`src/rtl/fptrap_pkg.sv`:
```
package fptrap_pkg;
    localparam int unsigned CSEL_W   = 5;
    localparam int unsigned NUM_COND = 21;

    typedef enum logic [CSEL_W-1:0] {
        C_EQ = 5'd0,  C_ERR = 5'd1,  C_GE = 5'd2,   C_GL = 5'd3,
        C_GLE = 5'd4, C_GT = 5'd5,   C_INF = 5'd6,  C_LE = 5'd7,
        C_LT = 5'd8,  C_MI = 5'd9,   C_NE = 5'd10,  C_NGE = 5'd11,
        C_NGL = 5'd12, C_NGLE = 5'd13, C_NGT = 5'd14, C_NINF = 5'd15,
        C_NLE = 5'd16, C_NLT = 5'd17, C_OR = 5'd18,  C_PL = 5'd19,
        C_UN = 5'd20
    } cond_e;

    typedef struct packed {
        logic fire;     // condition true
        logic unaware;  // belongs to the group intolerant of unordered
        logic illegal;  // undefined selector
    } cond_res_t;
endpackage

```
`src/rtl/fptrap_cond.sv`:
```
module fptrap_cond
    import fptrap_pkg::*;
(
    input  logic [CSEL_W-1:0] sel_i,
    input  logic              n_i,
    input  logic              z_i,
    input  logic              inf_i,
    input  logic              nan_i,
    input  logic              exc_any_i,
    output cond_res_t         res_o
);
    // Shared comparison terms; the negated forms reuse them.
    logic ge_t, gl_t, gle_t, gt_t, le_t, lt_t;
    cond_e code;

    always_comb begin
        ge_t  = nan_i | (n_i & ~z_i);
        gl_t  = nan_i | z_i;
        gle_t = nan_i;
        gt_t  = nan_i | z_i | n_i;
        le_t  = nan_i | ~(n_i | z_i);
        lt_t  = nan_i | z_i | ~n_i;
        code  = cond_e'(sel_i);
        res_o = '0;
        case (code)
            C_EQ:   res_o.fire = z_i;
            C_ERR:  res_o.fire = exc_any_i;
            C_MI:   res_o.fire = n_i;
            C_NE:   res_o.fire = ~z_i;
            C_OR:   res_o.fire = ~nan_i;
            C_PL:   res_o.fire = ~n_i;
            C_UN:   res_o.fire = nan_i;
            C_GE:   res_o = '{fire: ~ge_t,  unaware: 1'b1, illegal: 1'b0};
            C_GL:   res_o = '{fire: ~gl_t,  unaware: 1'b1, illegal: 1'b0};
            C_GLE:  res_o = '{fire: ~gle_t, unaware: 1'b1, illegal: 1'b0};
            C_GT:   res_o = '{fire: ~gt_t,  unaware: 1'b1, illegal: 1'b0};
            C_LE:   res_o = '{fire: ~le_t,  unaware: 1'b1, illegal: 1'b0};
            C_LT:   res_o = '{fire: ~lt_t,  unaware: 1'b1, illegal: 1'b0};
            C_NGE:  res_o = '{fire: ge_t,   unaware: 1'b1, illegal: 1'b0};
            C_NGL:  res_o = '{fire: gl_t,   unaware: 1'b1, illegal: 1'b0};
            C_NGLE: res_o = '{fire: gle_t,  unaware: 1'b1, illegal: 1'b0};
            C_NGT:  res_o = '{fire: gt_t,   unaware: 1'b1, illegal: 1'b0};
            C_NLE:  res_o = '{fire: le_t,   unaware: 1'b1, illegal: 1'b0};
            C_NLT:  res_o = '{fire: lt_t,   unaware: 1'b1, illegal: 1'b0};
            C_INF:  res_o = '{fire: inf_i,  unaware: 1'b1, illegal: 1'b0};
            C_NINF: res_o = '{fire: ~inf_i, unaware: 1'b1, illegal: 1'b0};
            default: res_o.illegal = 1'b1;  // undefined codes never fire
        endcase
    end

    always_comb begin
        if (res_o.illegal) assert (!res_o.fire) else $error("p_illegal_quiet_r9");
    end
endmodule

```
`src/rtl/fptrap_sticky.sv`:
```
module fptrap_sticky (
    input  logic clk,
    input  logic rst_n,
    input  logic set_i,
    input  logic clr_i,
    output logic q_o
);
    logic flag_d, flag_q;

    always_comb begin
        flag_d = flag_q;
        if (clr_i) flag_d = 1'b0;
        if (set_i) flag_d = 1'b1;  // set overrides clear
    end

    always_ff @(posedge clk or negedge rst_n) begin
        if (!rst_n) flag_q <= 1'b0;
        else        flag_q <= flag_d;
    end

    assign q_o = flag_q;

    p_set_wins_r10: assert property (@(posedge clk) disable iff (!rst_n)
        set_i |=> q_o);
    p_hold_r10: assert property (@(posedge clk) disable iff (!rst_n)
        (q_o && !clr_i) |=> q_o);
    p_clear_r10: assert property (@(posedge clk) disable iff (!rst_n)
        (clr_i && !set_i) |=> !q_o);
endmodule

```
`src/rtl/fptrap_eval.sv`:
```
module fptrap_eval
    import fptrap_pkg::*;
#(
    parameter int unsigned IPL_W = 2
) (
    input  logic              clk,
    input  logic              rst_n,
    input  logic              eval_i,
    input  logic [CSEL_W-1:0] cond_sel_i,
    input  logic              long_svc_i,
    input  logic [IPL_W-1:0]  ipl_i,
    input  logic              flag_n_i,
    input  logic              flag_z_i,
    input  logic              flag_inf_i,
    input  logic              flag_nan_i,
    input  logic              exc_snan_i,
    input  logic              exc_operr_i,
    input  logic              exc_ovf_i,
    input  logic              exc_unf_i,
    input  logic              exc_dz_i,
    input  logic              uncc_clr_i,
    input  logic              siop_clr_i,
    output logic              trap_o,
    output logic              cont_o,
    output logic              illegal_o,
    output logic              stack_req_o,
    output logic [IPL_W-1:0]  ipl_o,
    output logic              uncc_o,
    output logic              siop_o
);
    localparam logic [IPL_W-1:0] LONG_IPL = '1;
    localparam int unsigned      N_STICKY = 2;  // 0: unordered, 1: sw interrupt

    typedef struct packed {
        logic             trap;
        logic             cont;
        logic             illegal;
        logic             stack;
        logic [IPL_W-1:0] ipl;
    } ev_state_t;

    ev_state_t st_d, st_q;
    cond_res_t res;
    logic      exc_any;
    logic      sticky_set;
    logic [N_STICKY-1:0] sticky_clr, sticky_q;

    assign exc_any = sticky_q[0] | exc_snan_i | exc_operr_i |
                     exc_ovf_i | exc_unf_i | exc_dz_i;

    fptrap_cond i_cond (
        .sel_i     (cond_sel_i),
        .n_i       (flag_n_i),
        .z_i       (flag_z_i),
        .inf_i     (flag_inf_i),
        .nan_i     (flag_nan_i),
        .exc_any_i (exc_any),
        .res_o     (res)
    );

    assign sticky_set = eval_i & res.fire & res.unaware & flag_nan_i;
    assign sticky_clr = {siop_clr_i, uncc_clr_i};

    for (genvar g = 0; g < N_STICKY; g++) begin : g_sticky
        fptrap_sticky i_sticky (
            .clk   (clk),
            .rst_n (rst_n),
            .set_i (sticky_set),
            .clr_i (sticky_clr[g]),
            .q_o   (sticky_q[g])
        );
    end

    always_comb begin
        st_d         = st_q;
        st_d.trap    = eval_i & res.fire;
        st_d.cont    = eval_i & ~res.fire;
        st_d.illegal = eval_i & res.illegal;
        st_d.stack   = st_q.trap;  // flags settled one cycle earlier
        if (eval_i)
            st_d.ipl = (res.fire && long_svc_i) ? LONG_IPL : ipl_i;
    end

    always_ff @(posedge clk or negedge rst_n) begin
        if (!rst_n) st_q <= '0;
        else        st_q <= st_d;
    end

    assign trap_o      = st_q.trap;
    assign cont_o      = st_q.cont;
    assign illegal_o   = st_q.illegal;
    assign stack_req_o = st_q.stack;
    assign ipl_o       = st_q.ipl;
    assign uncc_o      = sticky_q[0];
    assign siop_o      = sticky_q[1];

    p_one_result_r5: assert property (@(posedge clk) disable iff (!rst_n)
        !(trap_o && cont_o));
    p_result_follows_eval_r5: assert property (@(posedge clk) disable iff (!rst_n)
        $past(eval_i) |-> (trap_o || cont_o));
    p_no_spurious_r5: assert property (@(posedge clk) disable iff (!rst_n)
        (trap_o || cont_o) |-> $past(eval_i));
    p_stack_after_trap_r7: assert property (@(posedge clk) disable iff (!rst_n)
        trap_o |=> stack_req_o);
    p_stack_needs_trap_r7: assert property (@(posedge clk) disable iff (!rst_n)
        stack_req_o |-> $past(trap_o));
    p_flag_rise_r6: assert property (@(posedge clk) disable iff (!rst_n)
        $rose(uncc_o) |-> ($past(eval_i && flag_nan_i) && trap_o));
    p_illegal_continues_r9: assert property (@(posedge clk) disable iff (!rst_n)
        illegal_o |-> (cont_o && !trap_o));
    p_ipl_long_r8: assert property (@(posedge clk) disable iff (!rst_n)
        (trap_o && $past(long_svc_i)) |-> (ipl_o == LONG_IPL));
endmodule

```
`config.mk`:
```
export PLATFORM = sky130hd
export DESIGN_NAME = fptrap_eval
export DESIGN_NICKNAME = d
export VERILOG_FILES = /design/src/rtl/fptrap_pkg.sv /design/src/rtl/fptrap_cond.sv /design/src/rtl/fptrap_sticky.sv /design/src/rtl/fptrap_eval.sv
export SDC_FILE = /design/constraint.sdc
export NUM_CORES = 1
export LEC_CHECK = 0
export BUFFER_PORTS_ARGS = -buffer_cell sky130_fd_sc_hd__buf_2
export CORE_MARGIN = 2
export CORE_UTILIZATION = 35
export DETAILED_ROUTE_END_ITERATION = 10
export PLACE_DENSITY = 0.7
export SLEW_MARGIN = 0
export SYNTH_ARGS = -nofsm -noshare
export SYNTH_HDL_FRONTEND = slang
export SYNTH_SLANG_ARGS = --single-unit
```
`constraint.sdc`:
```
create_clock -name clk -period 2.9 [get_ports clk]
set_clock_uncertainty 0.05 [all_clocks]
set_input_delay 0.145 -clock clk [delete_from_list [all_inputs] [get_ports clk]]
set_output_delay 0.145 -clock clk [all_outputs]
set_load 0.02 [all_outputs]
```
==> flow_summary.toml, run 1 <==
[outcome]
outcome = "complete, no violations"

[job]
cap_viol_max_count = 0

[placement]
dp_hpwl_mm = 1.31
io_buffers = 29
routabilityCongestion = 0.884
place_area_um2 = 803

[logic_synthesis]
synth_top_area_share_pct = 29.5
synth-edff-count = 0
synth_nets = 104
yosys.area_share.simple_pct = 29.2
synth_top_family_by_area = "simple AND/OR/NAND/NOR gates"
syn_avg_cell_area_um2 = 8.27
synth-adder-area-share_pct = 0
synth_warnings = 0
yosysTopAreaCell = "dfrtp_1"
synthArstFlopShare_pct = 100
synth-seq-cells = 8
synth_area_leaders = "dfrtp_1, o21ai_0, buf_6, inv_1, a2111oi_4"
synth_xor_area_share_pct = 1.29
syn_area_um2 = 678
synth-compound-area-share_pct = 23.4
synth_mux_area_share_pct = 4.61
synth_cells = 82
synth_sequential_area_ratio_pct = 29.5
ys_types = 33
synth_top_flop_cell = "dfrtp_1"

[critical_path]
crit_required_ns = 2.97
rrSetupSlack_ns = 1.29
cpPeakStageDelay_ns = 0.39
path_buf_inv = 0
path_cells = "nor4_1 -> and3_1 -> nor3_1 -> a31oi_1 -> and4_4 -> o32ai_1"
critical_path_class = "reg2reg"
path_delay_family = "simple AND/OR/NAND/NOR gates"
critPathArrivalTime_ns = 1.69
crit_path_top_delay_cell = "dfrtp_1"
cp_max_fo = 6
end_kind = "register"
start_kind = "register"

[global_route]
antenna_found_initial = 0
grt_pass1_wl_mm = 2.59
track_usage_pct = 15.5
grt_pass1_vias = 630
grt-ovfl-total = 0
grt_max_degree = 14

[power_and_ir_drop]
cellPowerDensity_nw_per_um2 = 369
ir_drop_v = 0.000121
leakage_nw = 0.390
power.total_w = 0.000308

[sta]
hold_violations = 0
worst-slew-pin-transition_ns = 0.329
tns_ns = 0
period_share_pct = 55.7
whs_ns = 0.0358
max_freq_ghz = 0.619
setup_violations = 0
slew_headroom_pct = 77.8
fin_crit_ns = 1.61
slew_viol_final = 0
rsz0062_at_grt = "no"

[clocking]
cts.path.max_buffers = 2
clk_pin_slew_ns = 0.05
insertion_delay_ns = 0.24
numCtsBuffers = 3
clock-sinks = 8
ctsResizeCount = 0
clockRootBuffer = "clkbuf_4"
htreeDepth = 1
cts_tree = "built"

[cells_and_area]
diodes = 0
post-route-cell-area_um2 = 836
layout.nets = 133
drive_gt1_share_pct = 33.9
final_util_pct = 46.9
area_growth_pct = 23.2

[routing]
vias = 724
avgRoutedWirePerCell_um = 12.4
routed_wl_mm = 1.66
drcViolationCount = 0
dr.pass1.iters = 4
viasPerCell = 5.40
antenna_left = 0
drtIter0Drc = 26

[floorplan]
core_area_um2 = 1780
dieArea_um2 = 2310
die_y_um = 48.0
die_w_um = 48.0
io_pins = 30
initial_core_util_pct = 38.0
placementRows = 15

[min_path]
hold_class = "in2reg"
[final cells by class]
class | count | area (µm²)
Inverter | 8 | 30.0
Fill cell | 183 | 947
Timing Repair Buffer | 30 | 155
Sequential cell | 8 | 200
Clock buffer | 3 | 22.5
Multi-Input combinational cell | 60 | 397
Tap cell | 25 | 31.3
[final timing paths]
kind | from | endpoint | depth (start not counted)
worst max-delay path | g_sticky[0].i_sticky.q_o | g_sticky[1].i_sticky.q_o | 6
worst min-delay path | uncc_clr_i | g_sticky[0].i_sticky.q_o | 2
worst max register to register | g_sticky[0].i_sticky.q_o | g_sticky[1].i_sticky.q_o | 6
max in group asynchronous | rst_n | ipl_o[1] | 2
min in group asynchronous | rst_n | g_sticky[0].i_sticky.q_o | 2
worst min register to register | trap_o | stack_req_o | 0
[timing repair]
item	CTS	global route
hold endpoints to repair	8	0
hold buffers	1	0
buffers inserted	0	0
setup endpoints to repair	0	0
[metrics by stage]
step,setup slack (ns),cells
finish,1.29,134
detailed placement,1.21,130
global route,1.16,134
CTS,1.26,134
global placement,1.30,130
floorplan,1.36,82
[kinds of logic after synthesis]
kind of cell | after synthesis
AOI/OAI and AO/OA | 22
xor gates and xnor gates | 1
buffers and inverters | 14
DFF | 8
muxes | 3
and+or+nand+nor | 34
[layout by cell type, fill, tap and decap left out, types with 2 or more instances in the layout]
cell type   n
clkbuf_4    3
o32ai_1     2
nor2_1      7
dfrtp_1     8
nor3_1      3
a21oi_1     4
mux2i_1     2
nand3_1     4
nand4_1     2
a31oi_1     2
inv_1       8
o211ai_1    3
nand2_1     5
buf_2      29
o21ai_0     7
nor2b_1     3
[sequential cells by signal (all words and copies together), names as in the netlist]
name and flops:
g_sticky.i_sticky.q_o 2, trap_o 1, illegal_o 1, stack_req_o 1
ipl_o 2, cont_o 1
[Yosys cell counts (2+ instances only)]
library cell / instances
dfrtp_1: 8
inv_1: 8
nor3_1: 3
o32ai_1: 2
a21oi_1: 4
nand2_1: 5
a31oi_1: 2
o21ai_0: 7
nand3_1: 4
nor2_1: 7
nand4_1: 2
mux2i_1: 2
nor2b_1: 3
buf_2: 2
buf_6: 3
o211ai_1: 3
[power by group]
group	leakage, nW	switching, W	internal [W]
combinational	0.274	0.0000595	0.0000401
sequential	0.102	0.00000413	0.000122
clock	0.0138	0.0000359	0.0000472
total	0.390	0.0000995	0.000209
[per-layer routing]
layer / share of wire, % / global-route usage [%] / up-vias
li1: - / - / 353
met1: 44 / 21.5 / 335
met2: 51 / 25.3 / 36
met3: 5.1 / 1.13 / 0
met4: 0 / 4.86 / 0
met5: 0 / 0 / -
Note: power is estimated with default switching activity, not from simulation.
==> run 2: changes to the inputs <==
ABC_AREA = 1   (was not set)
PLACE_DENSITY = 0.68   (was 0.7)
clock period = 1.55 ns   (was 2.9 ns; I/O delays follow)
==> run 2 against run 1 <==
Effect of this change:
- design area grew 22%
- area after synthesis is 18% higher
- critical path type unchanged
- wire length rose by 27%
- clock power is 82% higher
- count of clock-buffer cells in the layout unchanged
- via count up 39%
- sequential power is 87% higher
==> flow_summary.toml, run 2 <==
[outcome]
outcome = "complete, no violations"

[critical_path]
rrSetupSlack_ns = 0.19
crit_required_ns = 1.64
critPathArrivalTime_ns = 1.44
start_kind = "register"
cp-endpoint = "g_sticky[0].i_sticky.q_o"
cpPeakStageDelay_ns = 0.38
reg2reg_depth = 8
r2r_end = "g_sticky[0].i_sticky.q_o"
end_kind = "register"
path_cells = "nor2_1 -> nand3_1 -> a21oi_1 -> nand2_1 -> nor2_2 -> nand3_2 -> nand3_1 -> nand2_1"
critical_path_class = "reg2reg"
crit_path_top_delay_cell = "dfrtp_1"
cp_max_fo = 3
r2r-start = "g_sticky[0].i_sticky.q_o"
crit_path_start = "g_sticky[0].i_sticky.q_o"

[routing]
antenna_left = 0
routed_wl_mm = 2.12
vias = 1009
viasPerCell = 4.97
drcViolationCount = 0
drtIter0Drc = 42
avgRoutedWirePerCell_um = 10.4
dr.pass1.iters = 5

[logic_synthesis]
synth_top_flop_cell = "dfrtp_1"
synth_cells = 141
synth_top_area_share_pct = 25.1
synth-edff-count = 0
synthArstFlopShare_pct = 100
yosysMostFrequentCell = "nand2_1"
syn_area_um2 = 798
synth-seq-cells = 8
synth_warnings = 0
ys_types = 20
syn_avg_cell_area_um2 = 5.66
yosysTopAreaCell = "dfrtp_1"
synth_area_leaders = "dfrtp_1, nand2_1, nor2_1, nand3_1, inv_1"
synthTopCellsByCount = "nand2_1, nor2_1, nand3_1"
synth_sequential_area_ratio_pct = 25.1
synth_nets = 163

[power_and_ir_drop]
leakage_nw = 0.584
ir_drop_v = 0.000311
cellPowerDensity_nw_per_um2 = 587
power.total_w = 0.000598

[sta]
slew_headroom_pct = 81.0
rsz0062_at_grt = "no"
setup_violations = 0
tns_ns = 0
whs_ns = 0.0149
hold_violations = 0
max_freq_ghz = 0.737
period_share_pct = 87.5
worst-slew-pin-transition_ns = 0.284
fin_crit_ns = 1.36
slew_viol_final = 0

[job]
cap_viol_max_count = 0

[clocking]
cts_tree = "built"
numCtsBuffers = 3
htreeDepth = 1
cts.path.max_buffers = 2
clock-sinks = 8
clk_pin_slew_ns = 0.05
ctsResizeCount = 0
cts_setup_buffers = 0
insertion_delay_ns = 0.25
clockRootBuffer = "clkbuf_4"

[global_route]
track_usage_pct = 18.2
grt-ovfl-total = 0
grt_max_degree = 11
grt_pass1_vias = 893
grt_pass1_wl_mm = 3.73
antenna_found_initial = 0

[cells_and_area]
diodes = 0
area_growth_pct = 27.6
layout_common_cells = "nand2_1, nor2_1, buf_2"
drive_gt1_share_pct = 28.0
layout.nets = 199
final_common_cell = "nand2_1"
fill_cells = 228

[min_path]
hold_class = "in2reg"
hold_depth = 4

[floorplan]
core_area_um2 = 2190
dieArea_um2 = 2680
placementRows = 17
io_pins = 30
initial_core_util_pct = 36.4
die_y_um = 51.8
die_w_um = 51.8

[placement]
routabilityCongestion = 0.947
dp_hpwl_mm = 1.72
io_buffers = 29
[run 2: changes by cell type in the layout (fill, tap and decap cells not counted), sizes merged, moves of 2 or more]
| cell | change |
|---|---|
| nand2 | +34 |
| nor2 | +33 |
| nand3 | +12 |
| inv | +10 |
| nor2b | -4 |
| o21ai | -3 |
| buf | +2 |
| mux2i | -2 |
| o211ai | -2 |
| o32ai | -2 |
[run 2: critical path: cells and delay by family, from the launching register on]
family / cells / cell delay [ns]
simple gates: 7 / 0.66
flops: 1 / 0.38
compound gates: 1 / 0.16
[run 2: cell families after synthesis]
logic type / Yosys count / share of synthesized area [%]
DFF: 8 / 25.1
and+or+nand+nor: 102 / 57.4
buffers and inverters: 19 / 9.40
AOI/OAI and AO/OA: 12 / 8.15
[run 2: worst min-delay path by stage]
stage,start,to,slack (ns)
floorplan,rst_n,cont_o,-0.27
global placement,rst_n,stack_req_o,-0.13
detailed placement,rst_n,stack_req_o,-0.13
CTS,siop_clr_i,g_sticky[1].i_sticky.q_o,0.006
global route,siop_clr_i,g_sticky[1].i_sticky.q_o,0.02
finish,siop_clr_i,g_sticky[1].i_sticky.q_o,0.01
[run 2: routing by layer]
layer,share of wire [%],GRT usage (%)
met1,43,23.3
met2,46,31.6
met3,11,0.862
met4,0.95,7.89
met5,0,0
[run 2: where the power goes]
group,switching [W],internal [W]
clock,0.0000629,0.0000880
sequential,0.00000670,0.000228
combinational,0.000138,0.0000745
total,0.000207,0.000391
[run 2: layout make-up]
class	count	area [µm²]	area share [%]
multi-input combinational	114	523	51.4
timing repair buffer	32	170	16.7
sequential	8	200	19.7
inverter	18	67.6	6.63
tap	28	35.0	3.44
clock buffer	3	22.5	2.21
[run 2: timing repair]
action	in CTS	in global routing
hold buffers	1	0
hold endpoints to repair	8	0
setup endpoints to repair	0	0
[run 2: per-stage QoR]
stage | util [%] | std cells | instance area, µm² | setup slack (ns)
after floorplan | - | 141 | 798 | 0.230
after global placement | 45.0 | 199 | 986 | 0.105
after detailed placement | 45.0 | 199 | 986 | 0.0820
after CTS | 46.5 | 203 | 1020 | 0.172
after global routing | 46.5 | 203 | 1020 | 0.0149
final | 46.5 | 203 | 1020 | 0.193
==> run 3: changes to the inputs <==
ABC_AREA = 0   (was 1)
PLACE_DENSITY = 0.7   (was 0.68)
==> run 3 against run 2 <==
Effect of this change:
- wire length down 22%
- sequential share of layout area increased by 2.4 points
- hold slack improved by 0.0022 ns
- clock power about the same
- non-clock buffer count grew 6
- critical path type unchanged
- critical endpoint is now g_sticky[1].i_sticky.q_o
- largest cell class unchanged
- largest power group unchanged
- highest routed layer is now met3
==> flow_summary.toml, run 3 (synthesis results as in run 1) <==
[critical_path]
cpPeakStageDelay_ns = 0.39
r2r_end = "g_sticky[1].i_sticky.q_o"
end_kind = "register"
critical_path_class = "reg2reg"
cp_max_fo = 6
path_delay_family = "simple AND/OR/NAND/NOR gates"
crit_required_ns = 1.63
crit_path_top_delay_cell = "dfrtp_1"
reg2reg_depth = 6
rrSetupSlack_ns = 0.1
path_buf_inv = 0
path_cells = "nor4_2 -> and3_1 -> nor3_1 -> a31oi_1 -> and4_4 -> o32ai_1"
start_kind = "register"
critPathArrivalTime_ns = 1.53
r2r-start = "g_sticky[0].i_sticky.q_o"

[placement]
dp_hpwl_mm = 1.29
io_buffers = 29
placedCellCount = 136
routabilityCongestion = 0.853
place_area_um2 = 848

[sta]
fin_crit_ns = 1.45
hold_violations = 0
rsz0062_at_grt = "yes"
period_share_pct = 93.8
slew_viol_final = 0
setup_violations = 0
whs_ns = 0.0172
max_freq_ghz = 0.688
worst-slew-pin-transition_ns = 0.299
slew_headroom_pct = 79.8

[cells_and_area]
layout_common_cells = "buf_2, inv_1, dfrtp_1"
diodes = 0
fin_cells = 142
final_common_cell = "buf_2"
drive_gt1_share_pct = 37.6
fill_cells = 166
post-route-cell-area_um2 = 907
layout.nets = 141
seq_area_um2 = 200
area_growth_pct = 33.8
multi_input_area_um2 = 403

[job]
cap_viol_max_count = 0

[routing]
drcViolationCount = 0
dr.pass1.iters = 4
vias = 720
routed_wl_mm = 1.66
viasPerCell = 5.07
avgRoutedWirePerCell_um = 11.7
drtIter0Drc = 17
antenna_left = 0

[min_path]
hold_end = "ipl_o[0]"
hold_class = "in2reg"
hp-start = "ipl_i[0]"
hold_depth = 3

[floorplan]
placementRows = 15
die_y_um = 48.0
core_area_um2 = 1780
io_pins = 30
dieArea_um2 = 2310
initial_core_util_pct = 38.0
die_w_um = 48.0

[clocking]
cts_setup_buffers = 0
numCtsBuffers = 3
clockRootBuffer = "clkbuf_4"
htreeDepth = 1
cts.path.max_buffers = 2
insertion_delay_ns = 0.25
clock-sinks = 8
clk_pin_slew_ns = 0.05
cts_tree = "built"

[power_and_ir_drop]
pwr-share-clk_pct = 25.4
p_sw_w = 0.000184
p_comb_share_pct = 34.7
p_int_w = 0.000405
pwr-share-seq_pct = 40.0
leakage_nw = 0.428
ir_drop_v = 0.000324
cellPowerDensity_nw_per_um2 = 649
swShare_pct = 31.2

[global_route]
grt_max_degree = 12
grt-ovfl-total = 0
track_usage_pct = 15.2
antenna_found_initial = 0
grt_pass1_wl_mm = 2.51
grt_pass1_vias = 617

[outcome]
outcome = "complete, no violations"
==> run 3: cell count changes in the layout (fill, tap and decap cells not counted), sizes merged, moves of 2 or more <==
| cell | before | now |
|---|---|---|
| buf | 31 | 35 |
| dlygate4sd3 | 1 | 3 |
| inv | 18 | 8 |
| mux2i | 0 | 2 |
| nand2 | 39 | 5 |
| nand3 | 16 | 4 |
| nor2 | 40 | 7 |
| nor2b | 0 | 4 |
| o211ai | 1 | 3 |
| o21ai | 4 | 7 |
| o32ai | 0 | 2 |
==> run 3: power groups by stage <==
stage	clock (W)	combinational (W)	sequential, W
final	0.000149	0.000204	0.000235
after global routing	0.000168	0.000225	0.000238
after CTS	0.000155	0.000202	0.000235
after detailed placement	0	0.000195	0.000238
after global placement	0	0.000194	0.000238
after floorplan	0	0.0000979	0.000263
==> run 3: routing by layer <==
metal | up-vias | track usage [%] | routed length [µm]
met5 | - | 0 | 0
met4 | 0 | 1.62 | 0
met3 | 0 | 4.53 | 128
met2 | 32 | 23.5 | 813
met1 | 322 | 21.8 | 713
li1 | 366 | - | -
==> run 3: stage by stage <==
stage | setup slack [ns] | power [W] | util (%) | setup TNS (ns)
after detailed placement | -0.0228 | 0.000434 | 47.6 | -0.0666
after CTS | 0.0550 | 0.000592 | 50.5 | 0
final | 0.0966 | 0.000589 | 50.9 | 0
after global routing | -0.00194 | 0.000630 | 50.9 | -0.00194
after global placement | 0.0328 | 0.000432 | 47.6 | 0
after floorplan | 0.0108 | 0.000361 | - | 0
==> run 3: area by class of cell <==
cell class / instances / area share (%)
Inverter: 8 / 3.31
Sequential cell: 8 / 22.1
Multi-Input combinational cell: 60 / 44.4
Timing Repair Buffer: 38 / 24.3
Tap cell: 25 / 3.45
Clock buffer: 3 / 2.48
==> run 3: worst register-to-register path, stage by stage (launching register included) <==
cell and delay (ns):
dfrtp_1 0.39, nor4_2 0.12, and3_1 0.18, nor3_1 0.04
a31oi_1 0.17, and4_4 0.28, o32ai_1 0.09
==> run 3: how the worst max path moves through the flow <==
stage	cells past startpoint	slack [ns]	startpoint	endpoint
after floorplan	6	0.01	g_sticky[0].i_sticky.q_o	g_sticky[0].i_sticky.q_o
after global placement	6	0.03	g_sticky[0].i_sticky.q_o	ipl_o[0]
after detailed placement	6	-0.02	g_sticky[0].i_sticky.q_o	ipl_o[1]
after CTS	6	0.05	g_sticky[0].i_sticky.q_o	ipl_o[1]
after global routing	6	-0.002	g_sticky[0].i_sticky.q_o	g_sticky[1].i_sticky.q_o
final	6	0.1	g_sticky[0].i_sticky.q_o	g_sticky[1].i_sticky.q_o
==> run 3: repair_timing <==
item | CTS | global route
gates resized for setup | 0 | 3
cloned | 0 | 0
endpoints found under the hold margin | 10 | 0
hold buffers | 3 | 0
endpoints found under the setup margin | 5 | 5
pin swaps | 2 | 2
